`src/rtl/dbg_freeze_pkg.sv`:
```
package dbg_freeze_pkg;

  typedef enum logic [1:0] {
    SEL_SET   = 2'd0,
    SEL_CLR   = 2'd1,
    SEL_DBG   = 2'd2,
    SEL_SPARE = 2'd3
  } reg_sel_e;

  localparam int unsigned EN_W   = 2;
  localparam int unsigned EN_SYS = 0;
  localparam int unsigned EN_COP = 1;
  localparam logic [EN_W-1:0] EN_RESET = 2'b01;

endpackage

```
`src/rtl/frz_sw_state.sv`:
```
module frz_sw_state #(
  parameter int unsigned NUM_PERIPH = 11,
  parameter int unsigned RSVD_BIT   = 2,
  parameter int unsigned WDOG_BIT   = 3
) (
  input  logic                  clk,
  input  logic                  rst,
  input  logic                  set_stb,
  input  logic                  clr_stb,
  input  logic                  wdog_block,
  input  logic [NUM_PERIPH-1:0] wmask,
  output logic [NUM_PERIPH-1:0] sw_d,
  output logic [NUM_PERIPH-1:0] sw_q
);

  for (genvar i = 0; i < NUM_PERIPH; i++) begin : g_bit
    if (i == RSVD_BIT) begin : g_rsvd
      assign sw_d[i] = 1'b0;
    end else if (i == WDOG_BIT) begin : g_wdog
      logic take_set;
      assign take_set = set_stb && wmask[i] && !wdog_block;
      always_comb begin
        sw_d[i] = sw_q[i];
        if (take_set)              sw_d[i] = 1'b1;
        else if (clr_stb && wmask[i]) sw_d[i] = 1'b0;
      end
    end else begin : g_norm
      always_comb begin
        sw_d[i] = sw_q[i];
        if (set_stb && wmask[i])      sw_d[i] = 1'b1;
        else if (clr_stb && wmask[i]) sw_d[i] = 1'b0;
      end
    end
  end

  always_ff @(posedge clk) begin
    if (rst) sw_q <= '0;
    else     sw_q <= sw_d;
  end

endmodule

```
`src/rtl/frz_dbg_enable.sv`:
```
module frz_dbg_enable
  import dbg_freeze_pkg::*;
(
  input  logic            clk,
  input  logic            rst,
  input  logic            wr_stb,
  input  logic [EN_W-1:0] wbits,
  output logic [EN_W-1:0] en_d,
  output logic [EN_W-1:0] en_q
);

  assign en_d = wr_stb ? wbits : en_q;

  always_ff @(posedge clk) begin
    if (rst) en_q <= EN_RESET;
    else     en_q <= en_d;
  end

endmodule

```
`src/rtl/frz_halt_gate.sv`:
```
module frz_halt_gate
  import dbg_freeze_pkg::*;
#(
  parameter int unsigned NUM_PERIPH = 11,
  parameter int unsigned RSVD_BIT   = 2,
  parameter int unsigned WDOG_BIT   = 3
) (
  input  logic [NUM_PERIPH-1:0] sw_d,
  input  logic [EN_W-1:0]       en_d,
  input  logic                  sys_halted,
  input  logic                  cop_halted,
  output logic [NUM_PERIPH-1:0] frz_d
);

  logic sys_all;
  logic cop_all;

  assign sys_all = sys_halted && en_d[EN_SYS];
  assign cop_all = cop_halted && en_d[EN_COP];

  for (genvar i = 0; i < NUM_PERIPH; i++) begin : g_line
    if (i == RSVD_BIT) begin : g_rsvd
      assign frz_d[i] = 1'b0;
    end else if (i == WDOG_BIT) begin : g_wdog
      assign frz_d[i] = sw_d[i] || sys_halted || cop_all;
    end else begin : g_norm
      assign frz_d[i] = sw_d[i] || sys_all || cop_all;
    end
  end

endmodule

```
`src/rtl/frz_readback.sv`:
```
module frz_readback
  import dbg_freeze_pkg::*;
#(
  parameter int unsigned NUM_PERIPH = 11,
  parameter int unsigned DATA_W     = 32
) (
  input  logic                  clk,
  input  logic                  rst,
  input  logic                  sel_ok,
  input  reg_sel_e              sel,
  input  logic [NUM_PERIPH-1:0] sw_q,
  input  logic [EN_W-1:0]       en_q,
  output logic [DATA_W-1:0]     rdata
);

  logic [DATA_W-1:0] rd_mux;

  always_comb begin
    rd_mux = '0;
    if (sel_ok) begin
      case (sel)
        SEL_SET, SEL_CLR: rd_mux = {{(DATA_W-NUM_PERIPH){1'b0}}, sw_q};
        SEL_DBG:          rd_mux = {{(DATA_W-EN_W){1'b0}}, en_q};
        default:          rd_mux = '0;
      endcase
    end
  end

  always_ff @(posedge clk) begin
    if (rst) rdata <= '0;
    else     rdata <= rd_mux;
  end

endmodule

```
`src/rtl/dbg_freeze_ctrl.sv`:
```
module dbg_freeze_ctrl
  import dbg_freeze_pkg::*;
#(
  parameter int unsigned NUM_PERIPH = 11,
  parameter int unsigned RSVD_BIT   = 2,
  parameter int unsigned WDOG_BIT   = 3,
  parameter int unsigned DATA_W     = 32,
  parameter int unsigned ADDR_W     = 4
) (
  input  logic                  clk,
  input  logic                  rst,
  input  logic [ADDR_W-1:0]     bus_addr,
  input  logic                  bus_wr,
  input  logic [DATA_W-1:0]     bus_wdata,
  output logic [DATA_W-1:0]     bus_rdata,
  input  logic                  sys_halted,
  input  logic                  cop_halted,
  input  logic                  wdog_nmi_mode,
  output logic [NUM_PERIPH-1:0] frz_out
);

  logic                  sel_ok;
  reg_sel_e              sel;
  logic [NUM_PERIPH-1:0] sw_d;
  logic [NUM_PERIPH-1:0] sw_q;
  logic [EN_W-1:0]       en_d;
  logic [EN_W-1:0]       en_q;
  logic [NUM_PERIPH-1:0] frz_d;
  logic                  unused_wdata_hi;

  assign sel_ok = (bus_addr[1:0] == 2'b00);
  assign sel    = reg_sel_e'(bus_addr[3:2]);
  assign unused_wdata_hi = ^bus_wdata[DATA_W-1:NUM_PERIPH];

  frz_sw_state #(
    .NUM_PERIPH(NUM_PERIPH),
    .RSVD_BIT  (RSVD_BIT),
    .WDOG_BIT  (WDOG_BIT)
  ) u_state (
    .clk       (clk),
    .rst       (rst),
    .set_stb   (bus_wr && sel_ok && sel == SEL_SET),
    .clr_stb   (bus_wr && sel_ok && sel == SEL_CLR),
    .wdog_block(wdog_nmi_mode),
    .wmask     (bus_wdata[NUM_PERIPH-1:0]),
    .sw_d      (sw_d),
    .sw_q      (sw_q)
  );

  frz_dbg_enable u_en (
    .clk   (clk),
    .rst   (rst),
    .wr_stb(bus_wr && sel_ok && sel == SEL_DBG),
    .wbits (bus_wdata[EN_W-1:0]),
    .en_d  (en_d),
    .en_q  (en_q)
  );

  frz_halt_gate #(
    .NUM_PERIPH(NUM_PERIPH),
    .RSVD_BIT  (RSVD_BIT),
    .WDOG_BIT  (WDOG_BIT)
  ) u_gate (
    .sw_d      (sw_d),
    .en_d      (en_d),
    .sys_halted(sys_halted),
    .cop_halted(cop_halted),
    .frz_d     (frz_d)
  );

  frz_readback #(
    .NUM_PERIPH(NUM_PERIPH),
    .DATA_W    (DATA_W)
  ) u_rd (
    .clk   (clk),
    .rst   (rst),
    .sel_ok(sel_ok),
    .sel   (sel),
    .sw_q  (sw_q),
    .en_q  (en_q),
    .rdata (bus_rdata)
  );

  always_ff @(posedge clk) begin
    if (rst) frz_out <= '0;
    else     frz_out <= frz_d;
  end

endmodule

```
`config.mk`:
```
export PLATFORM = sky130hd
export DESIGN_NAME = dbg_freeze_ctrl
export DESIGN_NICKNAME = d
export VERILOG_FILES = /design/src/rtl/dbg_freeze_pkg.sv /design/src/rtl/frz_sw_state.sv /design/src/rtl/frz_dbg_enable.sv /design/src/rtl/frz_halt_gate.sv /design/src/rtl/frz_readback.sv /design/src/rtl/dbg_freeze_ctrl.sv
export SDC_FILE = /design/constraint.sdc
export NUM_CORES = 1
export LEC_CHECK = 0
export BUFFER_PORTS_ARGS = -buffer_cell sky130_fd_sc_hd__buf_2
export CAP_MARGIN = 30
export CORE_MARGIN = 1.5
export CORE_UTILIZATION = 47
export CTS_CLUSTER_SIZE = 25
export DETAILED_ROUTE_END_ITERATION = 10
export GPL_TIMING_DRIVEN = 0
export PLACE_DENSITY = 0.84
export SLEW_MARGIN = 0
export SYNTH_ARGS = -nofsm -noshare
export SYNTH_HDL_FRONTEND = slang
export SYNTH_HIERARCHICAL = 1
export SYNTH_SLANG_ARGS = --single-unit
```
`constraint.sdc`:
```
create_clock -name clk -period 2.9 [get_ports clk]
set_input_delay 0.58 -clock clk [delete_from_list [all_inputs] [get_ports clk]]
set_output_delay 0.58 -clock clk [all_outputs]
set_load 0.01 [all_outputs]
```
==> results of run 1 <==
[layout make-up]
cell class	instances	area, µm²	share of cell area, %
buffer	31	240	12.1
clock buffer	6	51.3	2.59
clock inverter	2	60.1	3.03
multi-input combinational	111	699	35.3
sequential	34	681	34.3
tap	44	55.1	2.78
timing repair buffer	39	195	9.85
[power by group]
| group | internal, mW | switching [mW] | total [mW] |
|---|---|---|---|
| Clock | 0.292 | 0.153 | 0.445 |
| Combinational | 0.0620 | 0.0558 | 0.118 |
| Sequential | 0.479 | 0.00262 | 0.482 |
| Total | 0.833 | 0.211 | 1.04 |
[cell usage in the layout (no fill, tap or decap)]
master / instances
sky130_fd_sc_hd__and4b_1: 2
sky130_fd_sc_hd__a32o_1: 1
sky130_fd_sc_hd__nand2b_1: 3
sky130_fd_sc_hd__buf_2: 42
sky130_fd_sc_hd__or2_1: 1
sky130_fd_sc_hd__o2bb2ai_1: 1
sky130_fd_sc_hd__mux2_2: 1
sky130_fd_sc_hd__a221o_1: 9
sky130_fd_sc_hd__and2b_2: 1
sky130_fd_sc_hd__clkbuf_4: 5
sky130_fd_sc_hd__nor2_2: 2
sky130_fd_sc_hd__conb_1: 23
sky130_fd_sc_hd__buf_4: 24
sky130_fd_sc_hd__nand3b_1: 2
sky130_fd_sc_hd__mux2_4: 1
sky130_fd_sc_hd__and2_1: 9
sky130_fd_sc_hd__clkbuf_8: 1
sky130_fd_sc_hd__a21oi_1: 10
sky130_fd_sc_hd__a21bo_1: 9
sky130_fd_sc_hd__a21oi_2: 1
sky130_fd_sc_hd__nor3b_4: 1
sky130_fd_sc_hd__dfxtp_1: 34
sky130_fd_sc_hd__nor2b_1: 12
sky130_fd_sc_hd__bufinv_16: 2
sky130_fd_sc_hd__and4bb_1: 1
sky130_fd_sc_hd__buf_6: 4
sky130_fd_sc_hd__nand2_1: 20
sky130_fd_sc_hd__a211o_2: 1
[stage by stage]
stage	total power, mW	instances	setup WS (ns)
after global routing	1.09	267	0.945
final	1.04	267	1.00
after global placement	0.607	259	0.700
after floorplan	0.575	176	0.921
after CTS	1.05	267	1.01
after detailed placement	0.609	259	0.667
[critical path, delay by kind of cell]
family / cells / cell delay, ns
simple gates: 3 / 0.59
compound gates: 1 / 0.31
buf+inv: 2 / 0.28
mux: 1 / 0.36
[sequential cells by signal, indices dropped and copies added (netlist names)]
| name | cells |
|---|---|
| frz_out | 11 |
| u_state/sw_q | 10 |
| u_rd/rdata | 11 |
| u_en/en_q | 2 |
[per-layer routing]
metal | wire length [µm] | share of wire, % | global-route usage, % | up-vias
met3 | 210 | 7.9 | 5.76 | 2
met1 | 1160 | 44 | 19.5 | 517
met5 | 0 | 0 | 0 | -
li1 | - | - | - | 616
met2 | 1250 | 47 | 25.2 | 45
met4 | 25 | 0.95 | 6.67 | 0
[worst paths after layout]
check | end | slack (ns) | depth (start not counted)
max | frz_out[10]$_SDFF_PP0_ | 1.00 | 7
min | u_rd/rdata[10]$_SDFF_PP0_ | 0.47 | 1
max reg2reg | frz_out[10]$_SDFF_PP0_ | 1.58 | 4
min reg2reg | u_rd/rdata[10]$_SDFF_PP0_ | 0.47 | 1
==> flow_summary.json, run 1 <==
{
  "n_antenna_cell": 0,
  "finalHoldViolations": 0,
  "die_w_um": 60.3,
  "detailroute.via_count": 1180,
  "regToRegStartpoint": "u_en/en_q[0]$_SDFF_PP1_",
  "clk_latency_ns": 0.33,
  "min_path_type": "flip-flop to flip-flop",
  "power.density_nw_per_um2": 527,
  "clock_tree.htree_level_count": 2,
  "status": "finished, final reports clean",
  "grt_pass1_wl_um": 4200,
  "timing.final.crit_share_pct": 65.4,
  "ant_nets": 0,
  "core_area_um2": 3080,
  "drc": 0,
  "numCtsBuffers": 5,
  "period_minus_slack_ns": 1.90,
  "initialDrtViolationCount": 18,
  "cts_tree": "built",
  "dieArea_um2": 3640,
  "syn-mean-instance-area_um2": 9.91,
  "viasPerCell": 4.42,
  "drt_pre_antenna_iters": 4,
  "skew_ns": 0.00844,
  "cp_data_required_time_ns": 3.12,
  "worstPathCellList": "buf_2 -> nor2_2 -> and4b_1 -> mux2_2 -> buf_2 -> a221o_1 -> nor2b_1",
  "finalNetCount": 264,
  "pin_count": 85,
  "critical_path_class": "primary input to flip-flop",
  "grt_usage_pct": 15.9,
  "critPathLaunch": "bus_addr[1]",
  "cp_data_arrival_time_ns": 2.12,
  "summed_instance_area_of_the_synthesized_netlist_um2": 1550,
  "rsz_0062_raised_after_global_routing": "false",
  "worstSetupStartpointType": "primary input",
  "timing.setup.tns_ns": 0,
  "final_design_area_no_fill_um2": 1980,
  "syn_inst": 156,
  "clock_sink_count": 34,
  "crit_fanout": 10,
  "max_clock_freq_mhz": 527,
  "highest_cell_delay_on_the_worst_timing_path_ns": 0.36,
  "highest_delay_cell_along_the_critical_path": "sky130_fd_sc_hd__mux2_2",
  "placement_rows": 20,
  "gpl.final_weighted_congestion": 0.779,
  "final_core_util_pct": 64.4,
  "drive_above_1_share_pct": 38.6,
  "critPathMostFrequentCell": "sky130_fd_sc_hd__buf_2",
  "cts_setup_buffers": 0,
  "ys.warnings.count": 6,
  "timing.final.setup_violations": 0,
  "fp.dieH_um": 60.3,
  "source_of_the_worst_hold_timing_path": "u_state/sw_q[10]$_SDFF_PP0_",
  "dpl_cell_area_um2": 1870,
  "io_buffers": 39,
  "first_global_vias": 954,
  "slew_viol_final": 0,
  "grt_start_max_net_pins": 12,
  "hold_ws_ns": 0.466,
  "critical_path.endpoint_type": "flip-flop",
  "totalWireLength_um": 2640,
  "synthToLayoutAreaGrowth_pct": 28.3,
  "antenna_found_initial": 0,
  "start_util_pct": 50.2,
  "vdd.ir_drop.worst_uv": 244,
  "global_route.overflow_total": 0,
  "final.fill_count": 276,
  "cts_max_path_buffers": 2,
  "max_cap_viol_count": 0,
  "cts-root-buf": "sky130_fd_sc_hd__clkbuf_4",
  "post_cts_hold_buffer_count": 0,
  "routedWlPerCell_um": 9.90,
  "cts_resized": 0,
  "clk_transition_reported_paths_ns": 0.11,
  "leakagePower_nw": 1.02,
  "detailed_place_hpwl_um": 1990
}
Note: power is estimated with default switching activity, not from simulation.
==> run 2, diff against run 1 <==
--- a/config.mk
+++ b/config.mk
@@ -8,11 +8,11 @@
 export BUFFER_PORTS_ARGS = -buffer_cell sky130_fd_sc_hd__buf_2
 export CAP_MARGIN = 30
 export CORE_MARGIN = 1.5
-export CORE_UTILIZATION = 47
+export CORE_UTILIZATION = 40
 export CTS_CLUSTER_SIZE = 25
 export DETAILED_ROUTE_END_ITERATION = 10
 export GPL_TIMING_DRIVEN = 0
-export PLACE_DENSITY = 0.84
+export PLACE_DENSITY = 0.76
 export SLEW_MARGIN = 0
 export SYNTH_ARGS = -nofsm -noshare
 export SYNTH_HDL_FRONTEND = slang
==> constraint.sdc (replaced) <==
create_clock -name clk -period 1.7 [get_ports clk]
set_input_delay 0.34 -clock clk [delete_from_list [all_inputs] [get_ports clk]]
set_output_delay 0.34 -clock clk [all_outputs]
set_load 0.01 [all_outputs]
==> flow_summary.json, run 2 (synthesis gave the netlist of run 1 again) <==
{
  "status": "finished, final reports clean",
  "cts_tree": "built",
  "clk_latency_ns": 0.28,
  "rsz_0062_raised_after_global_routing": "false",
  "r2r_endpoint": "frz_out[7]$_SDFF_PP0_",
  "ant_nets": 0,
  "dpl_worst_slack_ns": -0.200,
  "max_clock_freq_mhz": 620,
  "regToRegStartpoint": "u_en/en_q[0]$_SDFF_PP1_",
  "clock_sink_count": 34,
  "cts-root-buf": "sky130_fd_sc_hd__clkbuf_8",
  "cp_data_required_time_ns": 1.87,
  "pin_count": 85,
  "antenna_found_initial": 0,
  "highest_delay_cell_along_the_critical_path": "sky130_fd_sc_hd__mux2_2",
  "grt_usage_pct": 13.4,
  "skew_ns": 0.00314,
  "grt_start_max_net_pins": 11,
  "source_of_the_worst_hold_timing_path": "bus_wdata[3]",
  "slew_viol_final": 0,
  "synthToLayoutAreaGrowth_pct": 27.8,
  "worstPathCellList": "buf_2 -> nor2_4 -> and4b_1 -> mux2_2 -> buf_4 -> a221o_1 -> nor2b_1",
  "fp.dieH_um": 65.2,
  "period_minus_slack_ns": 1.61,
  "timing.final.setup_violations": 0,
  "worstSetupStartpointType": "primary input",
  "timing.setup.tns_ns": 0,
  "largest_registers": "frz_out: 11 flops, u_rd/rdata: 11 flops, u_state/sw_q: 10 flops",
  "vdd.ir_drop.worst_uv": 336,
  "routedWlPerCell_um": 9.93,
  "p_sw_mw": 0.367,
  "final.fill_count": 352,
  "dieArea_um2": 4250,
  "critical_path_class": "primary input to flip-flop",
  "detailed_place_hpwl_um": 2090,
  "final_core_util_pct": 53.5,
  "min_path_type": "primary input to flip-flop",
  "drive_above_1_share_pct": 38.1,
  "p_total_mw": 1.62,
  "n_antenna_cell": 0,
  "power.density_nw_per_um2": 819,
  "post_cts_hold_buffer_count": 0,
  "pwr-share-seq_pct": 50.9,
  "io_buffers": 39,
  "postLayoutSetupSlackWorst_ns": 0.0882,
  "clock_tree.htree_level_count": 2,
  "cp.buffers_inverters": 2,
  "timing.final.crit_share_pct": 94.8,
  "gpl.final_weighted_congestion": 0.753,
  "viasPerCell": 4.21,
  "power.internal_mw": 1.25,
  "power.clock.fraction_pct": 36.7,
  "cts_max_path_buffers": 2,
  "worstRegToRegCells": 4,
  "leakagePower_nw": 1.02,
  "grt_pass1_wl_um": 4220,
  "power_frac_comb_pct": 12.5,
  "global_route.overflow_total": 0,
  "critical_path.endpoint_type": "flip-flop",
  "finalNetCount": 264,
  "highest_cell_delay_on_the_worst_timing_path_ns": 0.36,
  "detailroute.via_count": 1141,
  "worst_case_register_to_register_setup_slack_ns": 0.40,
  "finalHoldViolations": 0,
  "cell_family_with_the_largest_share_of_critical_path_delay": "simple AND/OR/NAND/NOR gates",
  "totalWireLength_um": 2690,
  "netSwitchingFraction_pct": 22.7,
  "max_cap_viol_count": 0,
  "worstHoldEndpoint": "u_state/sw_q[3]$_SDFF_PP0_",
  "first_global_vias": 992,
  "placement_rows": 22,
  "hold_ws_ns": 0.350,
  "drc": 0,
  "die_w_um": 65.2,
  "crit_fanout": 10,
  "final_cell_mix": "sky130_fd_sc_hd__buf_2, sky130_fd_sc_hd__dfxtp_1, sky130_fd_sc_hd__buf_4",
  "holdPathStages": 2,
  "drt_pre_antenna_iters": 4,
  "cts_resized": 0,
  "cts_setup_buffers": 0,
  "clk_transition_reported_paths_ns": 0.06,
  "start_util_pct": 41.9,
  "initialDrtViolationCount": 15,
  "core_area_um2": 3690,
  "cp_data_arrival_time_ns": 1.78,
  "mostFrequentLayoutCell": "sky130_fd_sc_hd__buf_2",
  "numCtsBuffers": 5
}
run 2: power groups by stage:
stage	registers [mW]	logic [mW]	clock network [mW]
after detailed placement	0.841	0.200	0
after global routing	0.824	0.221	0.645
final	0.823	0.201	0.593
after CTS	0.823	0.201	0.616
after floorplan	0.851	0.131	0
after global placement	0.840	0.199	0
run 2: metrics by stage:
step	instances	area, µm²
detailed placement	263	1880
global placement	263	1880
CTS	271	1970
floorplan	176	1630
finish	271	1970
global route	271	1970
run 2: how the worst max path moves through the flow:
stage / startpoint / end / cells past startpoint
floorplan: bus_addr[1] / frz_out[3]$_SDFF_PP0_ / 6
global placement: bus_addr[1] / frz_out[10]$_SDFF_PP0_ / 7
detailed placement: bus_addr[1] / frz_out[8]$_SDFF_PP0_ / 7
CTS: bus_addr[1] / frz_out[7]$_SDFF_PP0_ / 7
global route: bus_addr[1] / frz_out[10]$_SDFF_PP0_ / 7
finish: bus_addr[1] / frz_out[7]$_SDFF_PP0_ / 7
run 2: layer usage:
metal	GRT usage, %	share of wire [%]	vias up	wire [µm]
met5	0	0	-	0
met1	14.1	43	484	1160
met3	4.28	7.9	2	214
met4	9.38	1.1	0	29
met2	22.7	48	40	1290
li1	-	-	615	-
run 2: cell type report:
type	instances	area, µm²	area share, %
Buffer	31	243	12.3
Clock buffer	7	86.3	4.37
Timing Repair Buffer	39	195	9.89
Tap cell	48	60.1	3.04
Clock inverter	1	5.00	0.253
Sequential cell	34	681	34.5
Multi-Input combinational cell	111	704	35.7
==> run 3, diff against run 2 <==
--- a/config.mk
+++ b/config.mk
@@ -7,12 +7,14 @@
 export LEC_CHECK = 0
 export BUFFER_PORTS_ARGS = -buffer_cell sky130_fd_sc_hd__buf_2
 export CAP_MARGIN = 30
+export CELL_PAD_IN_SITES_DETAIL_PLACEMENT = 1
+export CELL_PAD_IN_SITES_GLOBAL_PLACEMENT = 1
 export CORE_MARGIN = 1.5
-export CORE_UTILIZATION = 40
+export CORE_UTILIZATION = 28
 export CTS_CLUSTER_SIZE = 25
 export DETAILED_ROUTE_END_ITERATION = 10
 export GPL_TIMING_DRIVEN = 0
-export PLACE_DENSITY = 0.76
+export PLACE_DENSITY_LB_ADDON = 0.1
 export SLEW_MARGIN = 0
 export SYNTH_ARGS = -nofsm -noshare
 export SYNTH_HDL_FRONTEND = slang
==> flow_summary.json, run 3 (synthesis gave the netlist of run 1 again) <==
{
  "drt_pre_antenna_iters": 4,
  "clock_tree.htree_level_count": 2,
  "regToRegStartpoint": "u_en/en_q[0]$_SDFF_PP1_",
  "worstSetupStartpointType": "primary input",
  "core_area_um2": 5200,
  "timing.setup.tns_ns": 0,
  "gpl.final_weighted_congestion": 0.686,
  "timing.final.setup_violations": 0,
  "power.density_nw_per_um2": 933,
  "grt_pass1_wl_um": 5880,
  "critical_path.endpoint_type": "flip-flop",
  "seq_area_um2": 681,
  "synthToLayoutAreaGrowth_pct": 33.6,
  "cp_data_arrival_time_ns": 1.82,
  "cp.buffers_inverters": 2,
  "viasPerCell": 4.12,
  "initialDrtViolationCount": 25,
  "power.clock.fraction_pct": 46.3,
  "dpl_cell_area_um2": 1910,
  "pwr-share-seq_pct": 42.7,
  "detailroute.via_count": 1214,
  "start_util_pct": 29.7,
  "max_clock_freq_mhz": 605,
  "cell_family_with_the_largest_share_of_critical_path_delay": "simple AND/OR/NAND/NOR gates",
  "cp_data_required_time_ns": 1.87,
  "drc": 0,
  "clock_sink_count": 34,
  "finalNetCount": 266,
  "worst_case_register_to_register_setup_slack_ns": 0.37,
  "r2r_endpoint": "frz_out[9]$_SDFF_PP0_",
  "min_path_type": "primary input to flip-flop",
  "rsz_0062_raised_after_global_routing": "false",
  "finalHoldViolations": 0,
  "area_of_the_multi_input_gates_um2": 706,
  "dpl_worst_slack_ns": -0.254,
  "io_buffers": 39,
  "holdPathStages": 3,
  "power_frac_comb_pct": 11.0,
  "placement_rows": 26,
  "postLayoutSetupSlackWorst_ns": 0.0469,
  "highest_cell_delay_on_the_worst_timing_path_ns": 0.36,
  "p_total_mw": 1.93,
  "totalWireLength_um": 3460,
  "final_cell_mix": "sky130_fd_sc_hd__buf_2, sky130_fd_sc_hd__dfxtp_1, sky130_fd_sc_hd__buf_4",
  "grt_start_max_net_pins": 13,
  "numCtsBuffers": 5,
  "skew_ns": 0.0113,
  "clk_latency_ns": 0.29,
  "critical_path_class": "primary input to flip-flop",
  "cts-root-buf": "sky130_fd_sc_hd__clkbuf_8",
  "p_sw_mw": 0.411,
  "die_w_um": 77.3,
  "power.internal_mw": 1.51,
  "ant_nets": 0,
  "largest_registers": "frz_out: 11 flops, u_rd/rdata: 11 flops, u_state/sw_q: 10 flops",
  "cts_tree": "built",
  "final.fill_count": 630,
  "timing.final.crit_share_pct": 97.2,
  "post_cts_hold_buffer_count": 0,
  "first_global_vias": 1245,
  "max_cap_viol_count": 0,
  "cts_max_path_buffers": 2,
  "global_route.overflow_total": 0,
  "period_minus_slack_ns": 1.65,
  "status": "finished, final reports clean",
  "grt_usage_pct": 12.5,
  "vdd.ir_drop.worst_uv": 423,
  "dieArea_um2": 5970,
  "leakagePower_nw": 1.04,
  "hold_ws_ns": 0.333,
  "netSwitchingFraction_pct": 21.3,
  "mostFrequentLayoutCell": "sky130_fd_sc_hd__buf_2",
  "routedWlPerCell_um": 11.7,
  "worstHoldEndpoint": "u_state/sw_q[8]$_SDFF_PP0_",
  "n_antenna_cell": 0,
  "pin_count": 85,
  "fp.dieH_um": 77.3,
  "critical_path_cell_count": 7,
  "drive_above_1_share_pct": 39.6,
  "highest_delay_cell_along_the_critical_path": "sky130_fd_sc_hd__mux2_2",
  "clk_transition_reported_paths_ns": 0.08,
  "final_design_area_no_fill_um2": 2060,
  "slew_viol_final": 0,
  "crit_fanout": 10,
  "detailed_place_hpwl_um": 2620,
  "source_of_the_worst_hold_timing_path": "bus_wdata[8]",
  "worstRegToRegCells": 4,
  "antenna_found_initial": 0,
  "worstPathCellList": "buf_2 -> nor2_4 -> and4b_2 -> mux2_2 -> buf_4 -> a221o_1 -> nor2b_1"
}
[run 3: changes by cell type in the layout (fill, tap and decap cells not counted), sizes merged]
cell / before / now
clkbuf: 7 / 5
buf: 70 / 72
bufinv: 0 / 2
[run 3: area by class of cell]
type | instances | area share, %
clock buffers | 5 | 3.33
well taps | 70 | 4.24
flip-flops and latches | 34 | 33.0
plain buffers | 31 | 11.8
multi-input cells | 111 | 34.2
clock inverters | 3 | 3.33
repair buffers | 41 | 10.2
[run 3: metrics by stage]
| stage | utilization [%] | cells |
|---|---|---|
| 5_1_grt | 39.7 | 295 |
| 3_3_place_gp | 36.7 | 285 |
| 4_1_cts | 39.4 | 293 |
| 3_5_place_dp | 36.7 | 285 |
| 2_1_floorplan | - | 176 |
| 6_report | 39.7 | 295 |
[run 3: metal layers]
metal	share of wire (%)	wire (µm)	GRT usage [%]	vias up
met4	2.0	70	6.55	0
li1	-	-	-	618
met1	46	1600	15.8	548
met5	0	0	0	-
met2	46	1610	19.9	43
met3	5.3	182	2.86	5
[run 3: repair_timing]
item                       in CTS  in global routing
gates resized for setup         0                  1
setup endpoints to repair       0                  5
setup buffers                   0                  2
[run 3: worst reg2reg max path, cell delays in order (launching register included)]
cell and delay [ns]:
sky130_fd_sc_hd__dfxtp_1 0.32, sky130_fd_sc_hd__mux2_4 0.27, sky130_fd_sc_hd__buf_2 0.17, sky130_fd_sc_hd__a221o_1 0.33, sky130_fd_sc_hd__nor2b_1 0.14
[run 3: worst max-delay path by stage]
| stage | from | endpoint | slack (ns) |
|---|---|---|---|
| after CTS | bus_addr[1] | frz_out[9]$_SDFF_PP0_ | 0.02 |
| after detailed placement | bus_addr[1] | frz_out[8]$_SDFF_PP0_ | -0.25 |
| after global placement | bus_addr[1] | frz_out[10]$_SDFF_PP0_ | -0.20 |
| final | bus_addr[0] | frz_out[9]$_SDFF_PP0_ | 0.05 |
| after global routing | bus_addr[0] | frz_out[9]$_SDFF_PP0_ | 0.005 |
| after floorplan | bus_addr[1] | frz_out[3]$_SDFF_PP0_ | 0.01 |
[run 3: power groups by stage]
stage          Sequential [mW]  Combinational, mW  Clock (mW)
2_1_floorplan            0.851              0.131           0
3_3_place_gp             0.840              0.202           0
3_5_place_dp             0.841              0.206           0
4_1_cts                  0.823              0.207       0.918
5_1_grt                  0.825              0.233       0.953
6_report                 0.823              0.211       0.892
